$ cat config.mk
export PLATFORM = sky130hd
export DESIGN_NAME = gpx_pair_bank
export DESIGN_NICKNAME = d
export VERILOG_FILES = /design/src/rtl/gpx_pkg.sv /design/src/rtl/gpx_sync.sv /design/src/rtl/gpx_pin_cell.sv /design/src/rtl/gpx_word.sv /design/src/rtl/gpx_pair_bank.sv
export SDC_FILE = /design/constraint.sdc
export NUM_CORES = 1
export LEC_CHECK = 0
export BUFFER_PORTS_ARGS = -buffer_cell sky130_fd_sc_hd__buf_2
export CAP_MARGIN = 20
export CORE_UTILIZATION = 35
export DETAILED_ROUTE_END_ITERATION = 6
export GPL_TIMING_DRIVEN = 0
export HOLD_SLACK_MARGIN = 0.05
export PLACE_DENSITY = 0.64
export SETUP_SLACK_MARGIN = 0.15
export SYNTH_ARGS = -nofsm -noshare
export SYNTH_HDL_FRONTEND = slang
export SYNTH_SLANG_ARGS = --single-unit
export TNS_END_PERCENT = 30
$ cat constraint.sdc
create_clock -name clk -period 2.1 [get_ports clk]
set_input_delay 0.105 -clock clk [delete_from_list [all_inputs] [get_ports clk]]
set_output_delay 0.105 -clock clk [all_outputs]
set_load 0.005 [all_outputs]
$ cat src/rtl/gpx_pkg.sv
package gpx_pkg;
  localparam int unsigned WORD_W = 32;
  localparam int unsigned HALF_W = WORD_W / 2;
  localparam int unsigned SLOTS  = HALF_W / 2;

  // Value taken by the state bit when only the lower bit of its pair is written.
  localparam logic LVL_LOW_BIT_VALUE = 1'b0;  // clear
  localparam logic DIR_LOW_BIT_VALUE = 1'b1;  // enable

  typedef enum logic [1:0] {
    PAIR_IDLE = 2'b00,
    PAIR_LOWB = 2'b01,
    PAIR_HIGB = 2'b10,
    PAIR_BOTH = 2'b11
  } pair_cmd_t;

  typedef struct packed {
    logic dis_rd;
    logic en_rd;
    logic set_rd;
    logic clr_rd;
  } pin_view_t;

  function automatic logic pair_next(input logic cur, input logic [1:0] cmd,
                                     input logic low_value);
    pair_cmd_t c;
    c = pair_cmd_t'(cmd);
    case (c)
      PAIR_LOWB: return low_value;
      PAIR_HIGB: return ~low_value;
      default:   return cur;
    endcase
  endfunction

  function automatic pin_view_t pin_view(input logic drv, input logic lvl,
                                         input logic smp);
    pin_view_t v;
    if (drv) begin
      v.dis_rd = 1'b0;
      v.en_rd  = 1'b1;
      v.set_rd = 1'b0;
      v.clr_rd = lvl;
    end else begin
      v.dis_rd = 1'b1;
      v.en_rd  = 1'b0;
      v.set_rd = smp;
      v.clr_rd = 1'b0;
    end
    return v;
  endfunction
endpackage

$ cat src/rtl/gpx_sync.sv
module gpx_sync #(
  parameter int unsigned STAGES = 2
) (
  input  logic clk,
  input  logic rst_n,
  input  logic d,
  output logic q
);
  logic [STAGES-1:0] chain_q;

  always_ff @(posedge clk or negedge rst_n) begin
    if (!rst_n) chain_q <= '0;
    else        chain_q <= {chain_q[STAGES-2:0], d};
  end

  assign q = chain_q[STAGES-1];
endmodule

$ cat src/rtl/gpx_pin_cell.sv
module gpx_pin_cell
  import gpx_pkg::*;
#(
  parameter int unsigned SYNC_STAGES = 2
) (
  input  logic       clk,
  input  logic       rst_n,
  input  logic       wr_hit,
  input  logic [1:0] lvl_cmd,
  input  logic [1:0] dir_cmd,
  input  logic       pad_in,
  output logic       lvl_q,
  output logic       drv_q,
  output logic [1:0] lvl_rd,
  output logic [1:0] dir_rd
);
  logic      smp;
  pin_view_t view;

  gpx_sync #(.STAGES(SYNC_STAGES)) u_sync (
    .clk  (clk),
    .rst_n(rst_n),
    .d    (pad_in),
    .q    (smp)
  );

  always_ff @(posedge clk or negedge rst_n) begin
    if (!rst_n) begin
      lvl_q <= 1'b0;
      drv_q <= 1'b0;
    end else if (wr_hit) begin
      lvl_q <= pair_next(lvl_q, lvl_cmd, LVL_LOW_BIT_VALUE);
      drv_q <= pair_next(drv_q, dir_cmd, DIR_LOW_BIT_VALUE);
    end
  end

  always_comb begin
    view   = pin_view(drv_q, lvl_q, smp);
    lvl_rd = {view.set_rd, view.clr_rd};
    dir_rd = {view.dis_rd, view.en_rd};
  end

  AST_SET_DRIVES_HIGH: assert property (@(posedge clk) disable iff (!rst_n)
    (wr_hit && lvl_cmd == 2'b10) |=> lvl_q);
  AST_CLR_DRIVES_LOW: assert property (@(posedge clk) disable iff (!rst_n)
    (wr_hit && lvl_cmd == 2'b01) |=> !lvl_q);
  AST_EN_MAKES_OUTPUT: assert property (@(posedge clk) disable iff (!rst_n)
    (wr_hit && dir_cmd == 2'b01) |=> drv_q);
  AST_DIS_MAKES_INPUT: assert property (@(posedge clk) disable iff (!rst_n)
    (wr_hit && dir_cmd == 2'b10) |=> !drv_q);
  AST_LVL_PAIR_HOLDS: assert property (@(posedge clk) disable iff (!rst_n)
    (!wr_hit || lvl_cmd[0] == lvl_cmd[1]) |=> $stable(lvl_q));
  AST_DIR_PAIR_HOLDS: assert property (@(posedge clk) disable iff (!rst_n)
    (!wr_hit || dir_cmd[0] == dir_cmd[1]) |=> $stable(drv_q));
endmodule

$ cat src/rtl/gpx_word.sv
module gpx_word
  import gpx_pkg::*;
#(
  parameter int unsigned PINS        = 8,
  parameter int unsigned SYNC_STAGES = 2
) (
  input  logic              clk,
  input  logic              rst_n,
  input  logic              wr_hit,
  input  logic [WORD_W-1:0] wdata,
  input  logic [PINS-1:0]   pad_in,
  output logic [PINS-1:0]   lvl_q,
  output logic [PINS-1:0]   drv_q,
  output logic [WORD_W-1:0] rd_word
);
  logic [SLOTS-1:0][1:0] lvl_rd_s;
  logic [SLOTS-1:0][1:0] dir_rd_s;

  for (genvar k = 0; k < SLOTS; k++) begin : g_slot
    if (k < PINS) begin : g_pin
      gpx_pin_cell #(.SYNC_STAGES(SYNC_STAGES)) u_cell (
        .clk    (clk),
        .rst_n  (rst_n),
        .wr_hit (wr_hit),
        .lvl_cmd(wdata[2*k +: 2]),
        .dir_cmd(wdata[HALF_W + 2*k +: 2]),
        .pad_in (pad_in[k]),
        .lvl_q  (lvl_q[k]),
        .drv_q  (drv_q[k]),
        .lvl_rd (lvl_rd_s[k]),
        .dir_rd (dir_rd_s[k])
      );
    end else begin : g_empty
      logic [3:0] unused_cmd_bits;
      assign unused_cmd_bits = {wdata[HALF_W + 2*k +: 2], wdata[2*k +: 2]};
      assign lvl_rd_s[k] = 2'b00;
      assign dir_rd_s[k] = 2'b00;
    end
  end

  always_comb begin
    rd_word = '0;
    for (int k = 0; k < SLOTS; k++) begin
      rd_word[2*k +: 2]          = lvl_rd_s[k];
      rd_word[HALF_W + 2*k +: 2] = dir_rd_s[k];
    end
  end
endmodule

$ cat src/rtl/gpx_pair_bank.sv
module gpx_pair_bank
  import gpx_pkg::*;
#(
  parameter int unsigned PINS_A      = 8,
  parameter int unsigned PINS_B      = 4,
  parameter int unsigned SYNC_STAGES = 2,
  localparam int unsigned NUM_WORDS  = 2,
  localparam int unsigned ADDR_W     = $clog2(NUM_WORDS),
  localparam int unsigned NPINS      = PINS_A + PINS_B
) (
  input  logic              clk,
  input  logic              rst_n,
  input  logic [ADDR_W-1:0] reg_addr,
  input  logic              reg_wr,
  input  logic [WORD_W-1:0] reg_wdata,
  output logic [WORD_W-1:0] reg_rdata,
  input  logic [NPINS-1:0]  gpio_in,
  output logic [NPINS-1:0]  gpio_out,
  output logic [NPINS-1:0]  gpio_oe
);
  logic [NUM_WORDS-1:0][WORD_W-1:0] rd_words;

  for (genvar w = 0; w < NUM_WORDS; w++) begin : g_word
    localparam int unsigned WP   = (w == 0) ? PINS_A : PINS_B;
    localparam int unsigned BASE = (w == 0) ? 0 : PINS_A;
    logic hit;
    assign hit = reg_wr && (reg_addr == ADDR_W'(w));

    gpx_word #(.PINS(WP), .SYNC_STAGES(SYNC_STAGES)) u_word (
      .clk    (clk),
      .rst_n  (rst_n),
      .wr_hit (hit),
      .wdata  (reg_wdata),
      .pad_in (gpio_in[BASE +: WP]),
      .lvl_q  (gpio_out[BASE +: WP]),
      .drv_q  (gpio_oe[BASE +: WP]),
      .rd_word(rd_words[w])
    );
  end

  assign reg_rdata = rd_words[reg_addr];

  for (genvar k = 0; k < PINS_A; k++) begin : g_oe_chk
    AST_OE_READBACK: assert property (@(posedge clk) disable iff (!rst_n)
      (reg_addr == ADDR_W'(0)) |-> (reg_rdata[HALF_W + 2*k] == gpio_oe[k]));
    AST_LVL_READBACK: assert property (@(posedge clk) disable iff (!rst_n)
      (reg_addr == ADDR_W'(0) && gpio_oe[k]) |-> (reg_rdata[2*k] == gpio_out[k]));
  end

  if (PINS_B < SLOTS) begin : g_gap_chk
    AST_UNUSED_READ_ZERO: assert property (@(posedge clk) disable iff (!rst_n)
      (reg_addr == ADDR_W'(1)) |->
        (reg_rdata[WORD_W-1:HALF_W+2*PINS_B] == '0 &&
         reg_rdata[HALF_W-1:2*PINS_B] == '0));
  end
endmodule

Word-level counts from Yosys, hierarchy flattened
Index checks and enable logic that the tools add are counted.
W data, S select, Z words.

word-level totals
  bits in writable memories = 0
  register bits = 48
  output and inout port bits = 56
  word-level logic and storage cells = 142
  bits of input ports = 48
  memory bits (read-only) = 0
  bits in latches = 0
  memories kept = 0

operators by class
  multipliers = 0
  equal/unequal tests = 32
  muxes and demuxes = 30
  order comparisons = 1
  reduce and logical (&&, ||, !) cells = 42
  bitwise gates (word level) = 1
  div/mod/pow operators = 0
  shift-type cells = 0
  add/subtract/negate cells = 0

operators with widths
  operator              number
  $mux W32              2
  $mux W4               12
  $reduce_and A2 Y1     24
  $eq A2 B1 Y1 const B  16
  $eq A2 B2 Y1 const B  16
  $pmux W1 S2           16
  $reduce_bool A2 Y1    16
  $logic_and A1 B1 Y1   2
  $lt A1 B2 Y1 const B  1
  $not A1 Y1            1

Longest topological paths before layout
  word-level depth = 3
  gate-level depth with buffers = 5
  gate-level depth less buffers = 4

By module
From an unflattened synthesis, not the netlist that was laid out.

unflattened totals
  cell total of the unflattened synthesis = 247
  area total of the unflattened synthesis = 3,085.5 µm²

by module, submodules not included
  module                       instances  area each (µm²)  seq. area each (µm²)  cells an instance
  gpx_pin_cell                 12         151.4            50.0                  14
  gpx_sync                     12         50.0             50.0                  2
  gpx_pair_bank                1          544.3            0.0                   38
  gpx_word (g_word[1].u_word)  1          123.9            0.0                   17

Least setup slack after synthesis
No wires, ideal clock.

  kind = input-to-reg
  start = in reg_wdata[2]
  end = reg g_word[0].u_word.g_slot[1].g_pin.u_cell.lvl_q
  path slack = 1.039 ns
  setup time = 0.125 ns
  data required time = 1.975 ns
  data arrival time = 0.936 ns
  buffers on the path = 0
  stages = 4
  cells stage by stage = inv_1 ha_1 nor3b_1 mux2_2

between the ends
  longest elaborated chain between the ends = 3
  elaborated cells on any way between the ends = 5
  classes of those cells = 2 x eq/ne; 1 x mux; 2 x reduce/logical

RTL lines
  item                                          RTL line             source
  start, declared                               gpx_pair_bank.sv:15  input logic [WORD_W-1:0] reg_wdata,
  $eq A2 B2 Y1 or $eq A2 B1 Y1 (tied branches)  gpx_pkg.sv:28        case (c)
  $reduce_bool A2 Y1 (no source line)           -
  $reduce_and A2 Y1 (no source line)            -
  end signal, assigned                          gpx_pin_cell.sv:32   lvl_q <= pair_next(lvl_q, lvl_cmd, LVL_LOW_BIT_VALUE);
  end, declared                                 gpx_pin_cell.sv:12   output logic lvl_q,

Parallel ways exist; a longest one is shown, timed or not.
A chain may end at the register's enable or synchronous reset.

Worst setup path in the final report
  start = reg g_word[0].u_word.g_slot[3].g_pin.u_cell.drv_q
  end = out reg_rdata[6]

between the ends
  longest elaborated chain between the ends = 3

RTL lines
  item                                          RTL line             source
  start, declared                               gpx_pin_cell.sv:13   output logic drv_q,
  start signal, assigned                        gpx_pin_cell.sv:33   drv_q <= pair_next(drv_q, dir_cmd, DIR_LOW_BIT_VALUE);
  $mux W4                                       gpx_pkg.sv:38        if (drv) begin
  $mux W32 (not written as such) (2 in series)  gpx_pair_bank.sv:41  assign reg_rdata = rd_words[reg_addr];
  end, declared                                 gpx_pair_bank.sv:16  output logic [WORD_W-1:0] reg_rdata,

Every way passes these cells. The select of a mux whose other input is x is not followed.

==> flow_summary.json <==
{
  "layout_commonest_cell": "sky130_fd_sc_hd__buf_2",
  "p_switching_mw": 0.6551,
  "worstHoldPathCells": 3,
  "leak_nw": 1.852,
  "final.hold.worst_slack_ps": 104.0,
  "vias": 1875,
  "rr_endpoint": "g_word[0].u_word.g_slot[0].g_pin.u_cell.lvl_q",
  "syn_inst": 215,
  "rows": 30,
  "clock_pin_slew_reported_for_the_worst_setup_and_hold_paths_after_clock_tree_synthesis_ps": 90,
  "path_max_fanout": 4,
  "pin_count_of_the_biggest_net_entering_global_routing": 49,
  "power.clock.fraction_pct": 30.2,
  "rsz_0062_raised_after_global_routing": "false",
  "hold_viol": 0,
  "nets": 402,
  "cp_data_arrival_time_ps": 1220,
  "relSlewSlack_pct": 63.99,
  "overflow": 0,
  "number_of_nets_in_the_synthesized_netlist": 279,
  "maximum_count_of_clock_buffers_along_a_single_path": 2,
  "yosys.cell_types.count": 21,
  "antenna_violating_nets_post_route": 0,
  "reg2reg_path_depth": 1,
  "timing.setup.tns_ps": 0,
  "number_of_antenna_diodes": 0,
  "min_to": "g_word[0].u_word.g_slot[7].g_pin.u_cell.drv_q",
  "antenna_found_initial": 0,
  "wl_um": 5496,
  "pin_slew_with_the_least_headroom_to_its_limit_ps": 540.2,
  "reg2reg_slack_ps": 1300,
  "critical_path.startpoint": "g_word[0].u_word.g_slot[3].g_pin.u_cell.drv_q",
  "comb_power_share_pct": 25.8,
  "cts.repair.resized": 0,
  "syn-cell-area_mm2": 0.002480,
  "synthesis.yosys.warnings": 0,
  "number_of_clock_sinks": 48,
  "timing.setup.critical_path_class": "flop to output pin",
  "timing.final.crit_period_ps": 1323,
  "route.detailed.wl_per_inst_um": 12.66,
  "worst_hold_startpoint": "reg_wdata[31]",
  "dieHeight_um": 86.18,
  "power_mw": 2.566,
  "dpl-instance-area_mm2": 0.003110,
  "place_congestion": 0.7319,
  "cts.hold.buffers_added": 13,
  "most_frequent_cells_in_the_layout": "103 x sky130_fd_sc_hd__buf_2, 48 x sky130_fd_sc_hd__dfrtp_1, 31 x sky130_fd_sc_hd__inv_1, 28 x sky130_fd_sc_hd__buf_4, 16 x sky130_fd_sc_hd__ha_1",
  "start_kind": "flop",
  "cellInternalPower_mw": 1.911,
  "power.sequential.fraction_pct": 44.0,
  "area_added_between_synthesis_and_finish_pct": 36.68,
  "timing.final.max_slew_violations": 0,
  "dr.pass1.iters": 4,
  "post-dp-hpwl_um": 3926,
  "drv_cap": 0,
  "route.detailed.drc": 0,
  "port-buffer-count": 102,
  "drt_first_iter_violations": 25,
  "ys_seq_area_share_pct": 48.44,
  "numCtsBuffers": 5,
  "total_global_routing_track_utilization_pct": 15.45,
  "avgViaCountPerCell": 4.320,
  "crit-reg2reg-launch": "g_word[0].u_word.g_slot[0].g_pin.u_cell.lvl_q",
  "final_cell_area_mm2": 0.003390,
  "dieWidth_um": 86.18,
  "clock-skew-final_ps": 6.351,
  "grt_pass1_vias": 1891,
  "power.density_mw_per_mm2": 757.1,
  "ioPinCount": 104,
  "drive_above_1_share_pct": 45.27,
  "root_cell_of_the_clock_tree": "sky130_fd_sc_hd__clkbuf_8",
  "vdd_drop_max_mv": 0.4021,
  "clock.fmax_mhz": 755.8,
  "worst_setup_ep_type": "output pin",
  "postSynthRegisterBits": 48,
  "grt_first_pass_wirelength_um": 8838,
  "worst-endpoint-required_ps": 2000,
  "clk-insertion-delay-late_ps": 290,
  "floorplan.initialDensity_pct": 36.30,
  "status": "finished, final reports clean",
  "setup_viol": 0,
  "clock_tree.htree_level_count": 2,
  "hold_wc_path_type": "input port to flop",
  "fin_crit_sh_pct": 63.01,
  "fillCellCount": 677,
  "netSwitchingFraction_pct": 25.53,
  "post_synth.cell_area_avg_um2": 11.53,
  "clock_tree_from_tritoncts": "built",
  "core-area_mm2": 0.006832,
  "fp.dieArea_mm2": 0.007426,
  "postCtsSetupRepairBufs": 0
}
[flip-flops by register name, indices dropped and copies added (netlist names)]
| name | count |
|---|---|
| g_word.u_word.g_slot.g_pin.u_cell.drv_q | 12 |
| g_word.u_word.g_slot.g_pin.u_cell.lvl_q | 12 |
| g_word.u_word.g_slot.g_pin.u_cell.u_sync.chain_q | 24 |
[worst max-delay path: stages (launching register included)]
cell                      delay, ps
sky130_fd_sc_hd__dfrtp_1        420
sky130_fd_sc_hd__nor2b_1        170
sky130_fd_sc_hd__a32o_1         220
sky130_fd_sc_hd__buf_2          130
[power groups by stage]
stage               Clock, mW  Combinational [mW]  Sequential [mW]
floorplan                   0               0.390             1.11
global placement            0               0.638             1.15
detailed placement          0               0.648             1.15
CTS                     0.805               0.669             1.13
global route            0.834               0.737             1.15
finish                  0.775               0.661             1.13
[how the worst max path moves through the flow]
stage | cells past startpoint | end | slack, ps
after floorplan | 4 | g_word[0].u_word.g_slot[1].g_pin.u_cell.lvl_q | 1040
after detailed placement | 5 | g_word[0].u_word.g_slot[2].g_pin.u_cell.lvl_q | 900
after CTS | 3 | reg_rdata[6] | 760
final | 3 | reg_rdata[6] | 780
after global routing | 3 | reg_rdata[6] | 690
after global placement | 5 | g_word[0].u_word.g_slot[1].g_pin.u_cell.lvl_q | 920
[routing by layer]
metal | part of all wire [%] | track usage [%] | up-vias
met2 | 46 | 25.54 | 61
met4 | 0.96 | 4.697 | 0
met1 | 47 | 20.10 | 882
met5 | 0 | 0 | -
met3 | 5.4 | 3.714 | 4
li1 | - | - | 928
[cells by family (layout without fill, tap and decap cells)]
family	Yosys count	after routing	share of synthesized area (%)
and+or+nand+nor	48	48	12.92
buffers and inverters	63	186	14.73
DFF	48	48	48.44
AOI/OAI and AO/OA	16	16	5.096
adders and majority gates	16	16	8.073
muxes	24	24	10.75
[stage by stage]
| step | setup slack [ps] | utilization, % | instances |
|---|---|---|---|
| 3_5_place_dp | 895.1 | 45.53 | 413 |
| 5_1_grt | 690.8 | 49.62 | 434 |
| 2_1_floorplan | 1039 | - | 215 |
| 3_3_place_gp | 920.0 | 45.53 | 413 |
| 4_1_cts | 761.1 | 49.32 | 433 |
| 6_report | 776.9 | 49.62 | 434 |
[Yosys cell counts]
cell type                  number  area share (%)
sky130_fd_sc_hd__a21o_1         4             1.2
sky130_fd_sc_hd__a21oi_1        4            0.81
sky130_fd_sc_hd__a32o_1         5             2.0
sky130_fd_sc_hd__and2_1         8             2.0
sky130_fd_sc_hd__buf_2          1            0.20
sky130_fd_sc_hd__buf_4         28             8.5
sky130_fd_sc_hd__buf_6          3             1.4
sky130_fd_sc_hd__dfrtp_1       48              48
sky130_fd_sc_hd__ha_1          16             8.1
sky130_fd_sc_hd__inv_1         31             4.7
sky130_fd_sc_hd__mux2_1         3             1.4
sky130_fd_sc_hd__mux2_2         6             2.7
sky130_fd_sc_hd__mux2_4         3             1.8
sky130_fd_sc_hd__mux2i_1       12             4.8
sky130_fd_sc_hd__nand2_1        3            0.45
sky130_fd_sc_hd__nand3b_1       8             2.4
sky130_fd_sc_hd__nor2_1         5            0.76
sky130_fd_sc_hd__nor2b_1        8             2.0
sky130_fd_sc_hd__nor3b_1       14             4.2
sky130_fd_sc_hd__nor3b_2        2             1.0
sky130_fd_sc_hd__o32ai_1        3             1.1
[final cells by class]
class	count	area (um^2)	area share [%]
Clock buffer	5	68.82	2.030
Tap cell	96	120.1	3.544
Clock inverter	2	60.06	1.772
Inverter	31	116.4	3.433
Timing Repair Buffer	116	660.6	19.49
Sequential cell	48	1201	35.44
Buffer	32	249.0	7.346
Multi-Input combinational cell	104	913.4	26.95
No activity file was read; power rests on OpenSTA's default activity.
